[config.mk]
export PLATFORM = sky130hd
export DESIGN_NAME = flash_wr_seq
export DESIGN_NICKNAME = d
export VERILOG_FILES = /design/src/rtl/flash_seq_pkg.sv /design/src/rtl/flash_seq_path.sv /design/src/rtl/flash_seq_ctrl.sv /design/src/rtl/flash_wr_seq.sv
export SDC_FILE = /design/constraint.sdc
export NUM_CORES = 1
export LEC_CHECK = 0
export ABC_AREA = 0
export CAP_MARGIN = 20
export CORE_ASPECT_RATIO = 2
export CORE_UTILIZATION = 25
export DETAILED_ROUTE_END_ITERATION = 8
export PLACE_DENSITY = 0.45
export SLEW_MARGIN = 40
export SYNTH_ARGS = -nofsm -noshare
export SYNTH_HDL_FRONTEND = slang
export SYNTH_SLANG_ARGS = --single-unit
export TNS_END_PERCENT = 20
[constraint.sdc]
create_clock -name clk -period 3.8 [get_ports clk]
set_input_delay 0.38 -clock clk [delete_from_list [all_inputs] [get_ports clk]]
set_output_delay 0.38 -clock clk [all_outputs]
set_load 0.005 [all_outputs]
[src/rtl/flash_seq_pkg.sv]
package flash_seq_pkg;

  localparam int unsigned DATA_W = 8;
  localparam int unsigned STEP_W = 3;

  typedef enum logic [3:0] {
    ST_IDLE, ST_WSETUP, ST_WLOW, ST_WHIGH,
    ST_PTURN, ST_PREAD, ST_PCHK, ST_PGAP, ST_RESP
  } seqState_e;

  typedef enum logic [2:0] {
    CNT_SETUP, CNT_LOW, CNT_HIGH, CNT_READ, CNT_GAP
  } cntSel_e;

  typedef struct packed {
    logic    accept;
    logic    cntLoad;
    cntSel_e cntSel;
    logic    stepNext;
    logic    toRun;
    logic    capture;
    logic    setErr;
  } seqStrobe_t;

  function automatic int unsigned cyclesFor(input int unsigned ns, input int unsigned period);
    int unsigned r;
    r = (ns + period - 1) / period;
    return (r == 0) ? 1 : r;
  endfunction

endpackage

[src/rtl/flash_seq_path.sv]
module flash_seq_path
  import flash_seq_pkg::*;
#(
  parameter int unsigned ADDR_W            = 17,
  parameter int unsigned CLK_PERIOD_NS     = 8,
  parameter int unsigned WE_LOW_NS         = 200,
  parameter int unsigned WE_HIGH_NS        = 200,
  parameter int unsigned SETUP_CYC         = 1,
  parameter int unsigned OE_ACCESS_NS      = 60,
  parameter int unsigned OE_HIGH_NS        = 150,
  parameter int unsigned PROG_TIMEOUT_CYC  = 100000,
  parameter int unsigned ERASE_TIMEOUT_CYC = 1250000000
) (
  input  logic              clk,
  input  logic              rstN,
  input  seqStrobe_t        strobe,
  input  logic              reqErase,
  input  logic [ADDR_W-1:0] reqAddr,
  input  logic [DATA_W-1:0] reqData,
  input  logic [DATA_W-1:0] flDqIn,
  output logic              cntZero,
  output logic              lastStep,
  output logic              toExpired,
  output logic              pollOk,
  output logic              rspError,
  output logic [ADDR_W-1:0] busAddr,
  output logic [DATA_W-1:0] busData
);

  localparam int unsigned LowCyc   = cyclesFor(WE_LOW_NS, CLK_PERIOD_NS);
  localparam int unsigned HighCyc  = cyclesFor(WE_HIGH_NS, CLK_PERIOD_NS);
  localparam int unsigned ReadCyc  = cyclesFor(OE_ACCESS_NS, CLK_PERIOD_NS);
  localparam int unsigned GapCyc   = cyclesFor(OE_HIGH_NS, CLK_PERIOD_NS);
  localparam int unsigned SetCyc   = (SETUP_CYC == 0) ? 1 : SETUP_CYC;
  localparam int unsigned MaxA     = (LowCyc > HighCyc) ? LowCyc : HighCyc;
  localparam int unsigned MaxB     = (ReadCyc > GapCyc) ? ReadCyc : GapCyc;
  localparam int unsigned MaxC     = (MaxA > MaxB) ? MaxA : MaxB;
  localparam int unsigned MaxCyc   = (MaxC > SetCyc) ? MaxC : SetCyc;
  localparam int unsigned PhaseW   = $clog2(MaxCyc + 1);
  localparam int unsigned MaxTo    = (PROG_TIMEOUT_CYC > ERASE_TIMEOUT_CYC) ? PROG_TIMEOUT_CYC : ERASE_TIMEOUT_CYC;
  localparam int unsigned ToW      = $clog2(MaxTo + 1);
  localparam logic [ADDR_W-1:0] CmdA = ADDR_W'(17'h05555);
  localparam logic [ADDR_W-1:0] CmdB = ADDR_W'(17'h02AAA);

  logic              opErase;
  logic [ADDR_W-1:0] tgtAddr;
  logic [DATA_W-1:0] tgtData;
  logic [STEP_W-1:0] stepIdx;
  logic [PhaseW-1:0] phaseCnt;
  logic [PhaseW-1:0] phaseLoad;
  logic [ToW-1:0]    toCnt;
  logic [ToW-1:0]    toLimit;
  logic [DATA_W-1:0] readByte;
  logic              errReg;

  // command sequence lookup: address and data for the current step
  always_comb begin
    busAddr = CmdA;
    busData = 8'hAA;
    if (opErase) begin
      case (stepIdx)
        3'd0:    begin busAddr = CmdA; busData = 8'hAA; end
        3'd1:    begin busAddr = CmdB; busData = 8'h55; end
        3'd2:    begin busAddr = CmdA; busData = 8'h80; end
        3'd3:    begin busAddr = CmdA; busData = 8'hAA; end
        3'd4:    begin busAddr = CmdB; busData = 8'h55; end
        default: begin busAddr = CmdA; busData = 8'h10; end
      endcase
    end else begin
      case (stepIdx)
        3'd0:    begin busAddr = CmdA;    busData = 8'hAA; end
        3'd1:    begin busAddr = CmdB;    busData = 8'h55; end
        3'd2:    begin busAddr = CmdA;    busData = 8'hA0; end
        default: begin busAddr = tgtAddr; busData = tgtData; end
      endcase
    end
  end

  assign lastStep = opErase ? (stepIdx == STEP_W'(5)) : (stepIdx == STEP_W'(3));

  always_comb begin
    case (strobe.cntSel)
      CNT_SETUP: phaseLoad = PhaseW'(SetCyc - 1);
      CNT_LOW:   phaseLoad = PhaseW'(LowCyc - 1);
      CNT_HIGH:  phaseLoad = PhaseW'(HighCyc - 1);
      CNT_READ:  phaseLoad = PhaseW'(ReadCyc - 1);
      default:   phaseLoad = PhaseW'(GapCyc - 1);
    endcase
  end

  assign cntZero   = (phaseCnt == '0);
  assign toLimit   = opErase ? ToW'(ERASE_TIMEOUT_CYC) : ToW'(PROG_TIMEOUT_CYC);
  assign toExpired = (toCnt >= toLimit);
  assign pollOk    = opErase ? readByte[DATA_W-1] : (readByte[DATA_W-1] == tgtData[DATA_W-1]);
  assign rspError  = errReg;

  always_ff @(posedge clk or negedge rstN) begin
    if (!rstN) begin
      opErase  <= 1'b0;
      tgtAddr  <= '0;
      tgtData  <= '0;
      stepIdx  <= '0;
      phaseCnt <= '0;
      toCnt    <= '0;
      readByte <= '0;
      errReg   <= 1'b0;
    end else begin
      if (strobe.accept) begin
        opErase <= reqErase;
        tgtAddr <= reqAddr;
        tgtData <= reqData;
        stepIdx <= '0;
        toCnt   <= '0;
        errReg  <= 1'b0;
      end
      if (strobe.cntLoad)      phaseCnt <= phaseLoad;
      else if (!cntZero)       phaseCnt <= phaseCnt - 1'b1;
      if (strobe.stepNext)     stepIdx  <= stepIdx + 1'b1;
      if (strobe.toRun && !toExpired) toCnt <= toCnt + 1'b1;
      if (strobe.capture)      readByte <= flDqIn;
      if (strobe.setErr)       errReg   <= 1'b1;
    end
  end

  AST_STEP_IN_SEQ: assert property (@(posedge clk) disable iff (!rstN)
    strobe.stepNext |-> !lastStep);
  AST_ERR_ON_TIMEOUT: assert property (@(posedge clk) disable iff (!rstN)
    strobe.setErr |-> (toExpired && !pollOk));

endmodule

[src/rtl/flash_seq_ctrl.sv]
module flash_seq_ctrl
  import flash_seq_pkg::*;
(
  input  logic       clk,
  input  logic       rstN,
  input  logic       reqValid,
  output logic       reqReady,
  output logic       rspValid,
  input  logic       rspReady,
  input  logic       cntZero,
  input  logic       lastStep,
  input  logic       toExpired,
  input  logic       pollOk,
  output seqStrobe_t strobe,
  output logic       flCeN,
  output logic       flOeN,
  output logic       flWeN,
  output logic       flDqOe
);

  seqState_e state, stateNext;

  always_comb begin
    stateNext = state;
    strobe    = '0;
    unique case (state)
      ST_IDLE: if (reqValid) begin
        strobe.accept  = 1'b1;
        strobe.cntLoad = 1'b1;
        strobe.cntSel  = CNT_SETUP;
        stateNext      = ST_WSETUP;
      end
      ST_WSETUP: if (cntZero) begin
        strobe.cntLoad = 1'b1;
        strobe.cntSel  = CNT_LOW;
        stateNext      = ST_WLOW;
      end
      ST_WLOW: if (cntZero) begin
        strobe.cntLoad = 1'b1;
        strobe.cntSel  = CNT_HIGH;
        stateNext      = ST_WHIGH;
      end
      ST_WHIGH: if (cntZero) begin
        if (lastStep) begin
          stateNext = ST_PTURN;
        end else begin
          strobe.stepNext = 1'b1;
          strobe.cntLoad  = 1'b1;
          strobe.cntSel   = CNT_SETUP;
          stateNext       = ST_WSETUP;
        end
      end
      ST_PTURN: begin
        strobe.toRun   = 1'b1;
        strobe.cntLoad = 1'b1;
        strobe.cntSel  = CNT_READ;
        stateNext      = ST_PREAD;
      end
      ST_PREAD: begin
        strobe.toRun = 1'b1;
        if (cntZero) begin
          strobe.capture = 1'b1;
          stateNext      = ST_PCHK;
        end
      end
      ST_PCHK: begin
        strobe.toRun = 1'b1;
        if (pollOk) begin
          stateNext = ST_RESP;
        end else if (toExpired) begin
          strobe.setErr = 1'b1;
          stateNext     = ST_RESP;
        end else begin
          strobe.cntLoad = 1'b1;
          strobe.cntSel  = CNT_GAP;
          stateNext      = ST_PGAP;
        end
      end
      ST_PGAP: begin
        strobe.toRun = 1'b1;
        if (cntZero) begin
          strobe.cntLoad = 1'b1;
          strobe.cntSel  = CNT_READ;
          stateNext      = ST_PREAD;
        end
      end
      ST_RESP: if (rspReady) stateNext = ST_IDLE;
      default: stateNext = ST_IDLE;
    endcase
  end

  always_ff @(posedge clk or negedge rstN) begin
    if (!rstN) state <= ST_IDLE;
    else       state <= stateNext;
  end

  assign reqReady = (state == ST_IDLE);
  assign rspValid = (state == ST_RESP);
  assign flCeN    = (state == ST_IDLE) || (state == ST_RESP);
  assign flWeN    = (state != ST_WLOW);
  assign flOeN    = (state != ST_PREAD);
  assign flDqOe   = (state == ST_WSETUP) || (state == ST_WLOW) || (state == ST_WHIGH);

  AST_RSP_HOLD: assert property (@(posedge clk) disable iff (!rstN)
    (rspValid && !rspReady) |=> rspValid);
  AST_READY_AFTER_RSP: assert property (@(posedge clk) disable iff (!rstN)
    (rspValid && rspReady) |=> reqReady);

endmodule

[src/rtl/flash_wr_seq.sv]
module flash_wr_seq
  import flash_seq_pkg::*;
#(
  parameter int unsigned ADDR_W            = 17,
  parameter int unsigned CLK_PERIOD_NS     = 8,
  parameter int unsigned WE_LOW_NS         = 200,
  parameter int unsigned WE_HIGH_NS        = 200,
  parameter int unsigned SETUP_CYC         = 1,
  parameter int unsigned OE_ACCESS_NS      = 60,
  parameter int unsigned OE_HIGH_NS        = 150,
  parameter int unsigned PROG_TIMEOUT_CYC  = 100000,
  parameter int unsigned ERASE_TIMEOUT_CYC = 1250000000
) (
  input  logic              clk,
  input  logic              rstN,
  input  logic              reqValid,
  output logic              reqReady,
  input  logic              reqErase,
  input  logic [ADDR_W-1:0] reqAddr,
  input  logic [7:0]        reqData,
  output logic              rspValid,
  input  logic              rspReady,
  output logic              rspError,
  output logic [ADDR_W-1:0] flAddr,
  output logic [7:0]        flDqOut,
  output logic              flDqOe,
  input  logic [7:0]        flDqIn,
  output logic              flCeN,
  output logic              flOeN,
  output logic              flWeN
);

  seqStrobe_t strobe;
  logic cntZero, lastStep, toExpired, pollOk;

  flash_seq_ctrl u_ctrl (
    .clk(clk), .rstN(rstN), .reqValid(reqValid), .reqReady(reqReady),
    .rspValid(rspValid), .rspReady(rspReady), .cntZero(cntZero),
    .lastStep(lastStep), .toExpired(toExpired), .pollOk(pollOk),
    .strobe(strobe), .flCeN(flCeN), .flOeN(flOeN), .flWeN(flWeN), .flDqOe(flDqOe)
  );

  flash_seq_path #(
    .ADDR_W(ADDR_W), .CLK_PERIOD_NS(CLK_PERIOD_NS), .WE_LOW_NS(WE_LOW_NS),
    .WE_HIGH_NS(WE_HIGH_NS), .SETUP_CYC(SETUP_CYC), .OE_ACCESS_NS(OE_ACCESS_NS),
    .OE_HIGH_NS(OE_HIGH_NS), .PROG_TIMEOUT_CYC(PROG_TIMEOUT_CYC),
    .ERASE_TIMEOUT_CYC(ERASE_TIMEOUT_CYC)
  ) u_path (
    .clk(clk), .rstN(rstN), .strobe(strobe), .reqErase(reqErase),
    .reqAddr(reqAddr), .reqData(reqData), .flDqIn(flDqIn), .cntZero(cntZero),
    .lastStep(lastStep), .toExpired(toExpired), .pollOk(pollOk),
    .rspError(rspError), .busAddr(flAddr), .busData(flDqOut)
  );

  AST_WE_OE_EXCL: assert property (@(posedge clk) disable iff (!rstN)
    !(!flWeN && !flOeN));
  AST_CE_SPAN: assert property (@(posedge clk) disable iff (!rstN)
    (!flWeN || !flOeN) |-> !flCeN);
  AST_OE_RELEASE: assert property (@(posedge clk) disable iff (!rstN)
    $fell(flOeN) |-> $past(!flDqOe));
  AST_PULSE_STABLE: assert property (@(posedge clk) disable iff (!rstN)
    (!flWeN && $past(!flWeN)) |-> ($stable(flAddr) && $stable(flDqOut)));
  AST_ERR_STABLE: assert property (@(posedge clk) disable iff (!rstN)
    (rspValid && $past(rspValid)) |-> $stable(rspError));

endmodule

==> impl_metrics.yaml <==
logic_synthesis:
  syn_inst: 503
  yosysUniqueCellTypes: 56
  synthFlopType: "dfrtp_1"
  syn_area_per_cell_um2: 8.58
  netlist_area_um2: 4310
  synth-async-reset-ratio_pct: 100
  synth_edf_count: 0
  seq_area_frac_synth_pct: 41.2
  syn_nets: 560
  ys_ff_latch: 71
  yosys_warnings: 0
sta:
  setup_viol: 0
  fin_worst_skew_ps: 7.38
  drv_slew: 0
  worst_pin_slew_ps: 738
  tns_ps: 0
  fin_crit_sh_pct: 79.9
  rsz0062_at_grt: "no"
  period_needed_ps: 3030
  hold_viol: 0
  whs_ps: 25.3
  slew_headroom_pct: 50.8
  fmax_mhz: 330
cts:
  cts_tree: "yes"
  numCtsBuffers: 9
  root_buffer: "clkbuf_16"
  clk_latency_ps: 330
  holdBufCountCts: 0
  cts_sinks: 71
  cts_buffer_depth: 2
  cts_max_level: 3
  clk_pin_slew_worst_paths_ps: 60
  cts_setup_buffers: 0
  cts-resized-gates: 0
routing:
  via_per_inst: 4.93
  wl_met3_um: 305
  wl_met1_um: 4470
  drtIter0Drc: 227
  vias: 3818
  ant_nets: 0
  routedWlPerCell_um: 15.1
  top_layer: "met4"
  wl_met2_um: 6630
  drc_errors: 0
  drt_wl_total_um: 11700
  drtPass1Iterations: 4
outcome:
  status: "finished, final reports clean"
final_layout:
  nNetsFinal: 620
  syn_to_final_growth_pct: 26.9
  num_antenna_cells: 0
  drive_gt1_share_pct: 8.27
  instances_no_fill: 775
power:
  finalPower_uw: 3820
  pwr_density_cell_nw_per_um2: 698
  p_leak_uw: 0.00241
  max-vdd-ir-drop_mv: 0.303
global_route:
  grt_overflow: 0
  grt_pass1_wl_um: 19900
  antenna_found_initial: 0
  grtUsageTotal_pct: 14.5
  grt_max_degree: 72
  grt_pass1_vias: 3994
worst_hold_path:
  hold_class: "in -> async"
die:
  dieArea_um2: 17800
  rows: 67
  chipHeight_um: 188
  initial_utilization_pct: 25.6
  ioPinCount: 70
  core-area_um2: 16800
  chipWidth_um: 94.9
placed_design:
  port_buffers: 62
  place_congestion: 0.784
  dp_cells: 759
  dp_hpwl_um: 8500
worst_setup_path:
  crit_type: "reg -> reg"
  worstPathArrival_ps: 3250
  critPathMaxFanout: 22
  start_kind: "flop"
  end_kind: "flop"
  required_ps: 4010
run:
  max-cap-violations: 0
## cell families after synthesis
kind of cell	count (synthesis)	share of synthesized area [%]
adder cells (fa/ha/maj)	19	5.51
flip-flops	71	41.2
AND/OR/NAND/NOR	247	27.5
buffers and inverters	44	4.23
XOR/XNOR	2	0.406
AO/OA/AOI/OAI	100	16.5
multiplexers	20	4.67
## sequential cells by signal (all words and copies together) (netlist names)
signal           count
u_path.tgtData       8
u_path.stepIdx       3
u_path.phaseCnt      5
u_path.tgtAddr      17
u_path.rspError      1
u_path.opErase       1
u_ctrl.state         4
u_path.readByte      1
u_path.toCnt        31
## final timing paths
path,startpoint,end,slack [ps],cells past startpoint
setup / recovery,u_path.opErase,u_path.toCnt[3],770,9
hold / removal,rstN,u_path.toCnt[8],30,1
setup reg to reg,u_path.opErase,u_path.toCnt[3],770,9
hold reg to reg,u_path.tgtAddr[15],u_path.tgtAddr[15],470,2
max in group asynchronous,rstN,u_path.toCnt[29],3230,1
min in group clk,u_path.tgtAddr[15],u_path.tgtAddr[15],470,2
## power breakdown
| group | switching (uW) | internal, uW | total [uW] |
|---|---|---|---|
| clock | 316 | 526 | 841 |
| sequential | 165 | 946 | 1110 |
| combinational | 926 | 941 | 1870 |
| total | 1410 | 2410 | 3820 |
## through the flow
stage | setup WS, ps | cell area (um2) | util [%]
floorplan | 1140 | 4310 | -
global placement | 684 | 5160 | 30.6
detailed placement | 733 | 5180 | 30.8
CTS | 724 | 5480 | 32.5
global route | 556 | 5480 | 32.5
finish | 765 | 5480 | 32.5
## placed cells by master (no fill, tap or decap), drive strengths merged, types with 3 or more instances in the layout
master,netlist,final
nand2,138,138
dfrtp,71,71
clkdlybuf4s50,0,61
nand3,24,24
a21oi,23,23
o21ai,22,22
inv,20,20
mux2i,19,19
ha,19,19
nor3,15,15
nor2,14,14
clkbuf,20,13
and3,12,12
buf,4,12
a21o,10,10
nor4,9,9
nor2b,5,5
nand2b,5,5
nand4,5,5
o31ai,5,5
a31o,5,5
and2,4,4
o41ai,4,4
or2,4,4
a22oi,4,4
o211ai,4,4
nor3b,3,3
or3,3,3
## area by class of cell
class | instances | area (um2)
inverters | 20 | 75.1
fillers | 1754 | 11400
repair buffers | 73 | 712
multi-input cells | 388 | 2360
flip-flops and latches | 71 | 1780
well taps | 207 | 259
clock inverters | 3 | 42.5
clock buffers | 13 | 250
## cell usage after synthesis (4+ instances only)
library cell,number,area [um2]
a21o_1,10,75.1
a21oi_1,23,115
a22oi_1,4,30.0
a31o_2,5,43.8
and2_1,4,25.0
and3_1,12,75.1
clkbuf_1,20,75.1
dfrtp_1,71,1780
ha_1,19,238
inv_1,20,75.1
mux2i_1,19,190
nand2_1,138,518
nand2b_1,5,31.3
nand3_1,24,120
nand4_1,5,31.3
nor2_1,14,52.6
nor2b_1,5,31.3
nor3_1,15,75.1
nor4_1,4,25.0
nor4_2,5,62.6
o21ai_0,20,100
o31ai_1,5,37.5
o41ai_1,4,35.0
or2_2,4,25.0
## routing by layer
metal	global-route usage [%]	vias to the layer above
li1	-	1894
met1	15.3	1839
met2	27.0	72
met3	2.27	13
met4	6.99	0
met5	0	-
## worst max-delay path, cell delays in order (launching register included)
cell and delay (ps):
dfrtp_1 340, inv_1 220, ha_1 400, nand4bb_1 130
nor4_2 410, nand4_1 300, o211ai_4 480, buf_8 240
nor3_1 60, a311o_1 320
(Power assumes the default switching activity.)
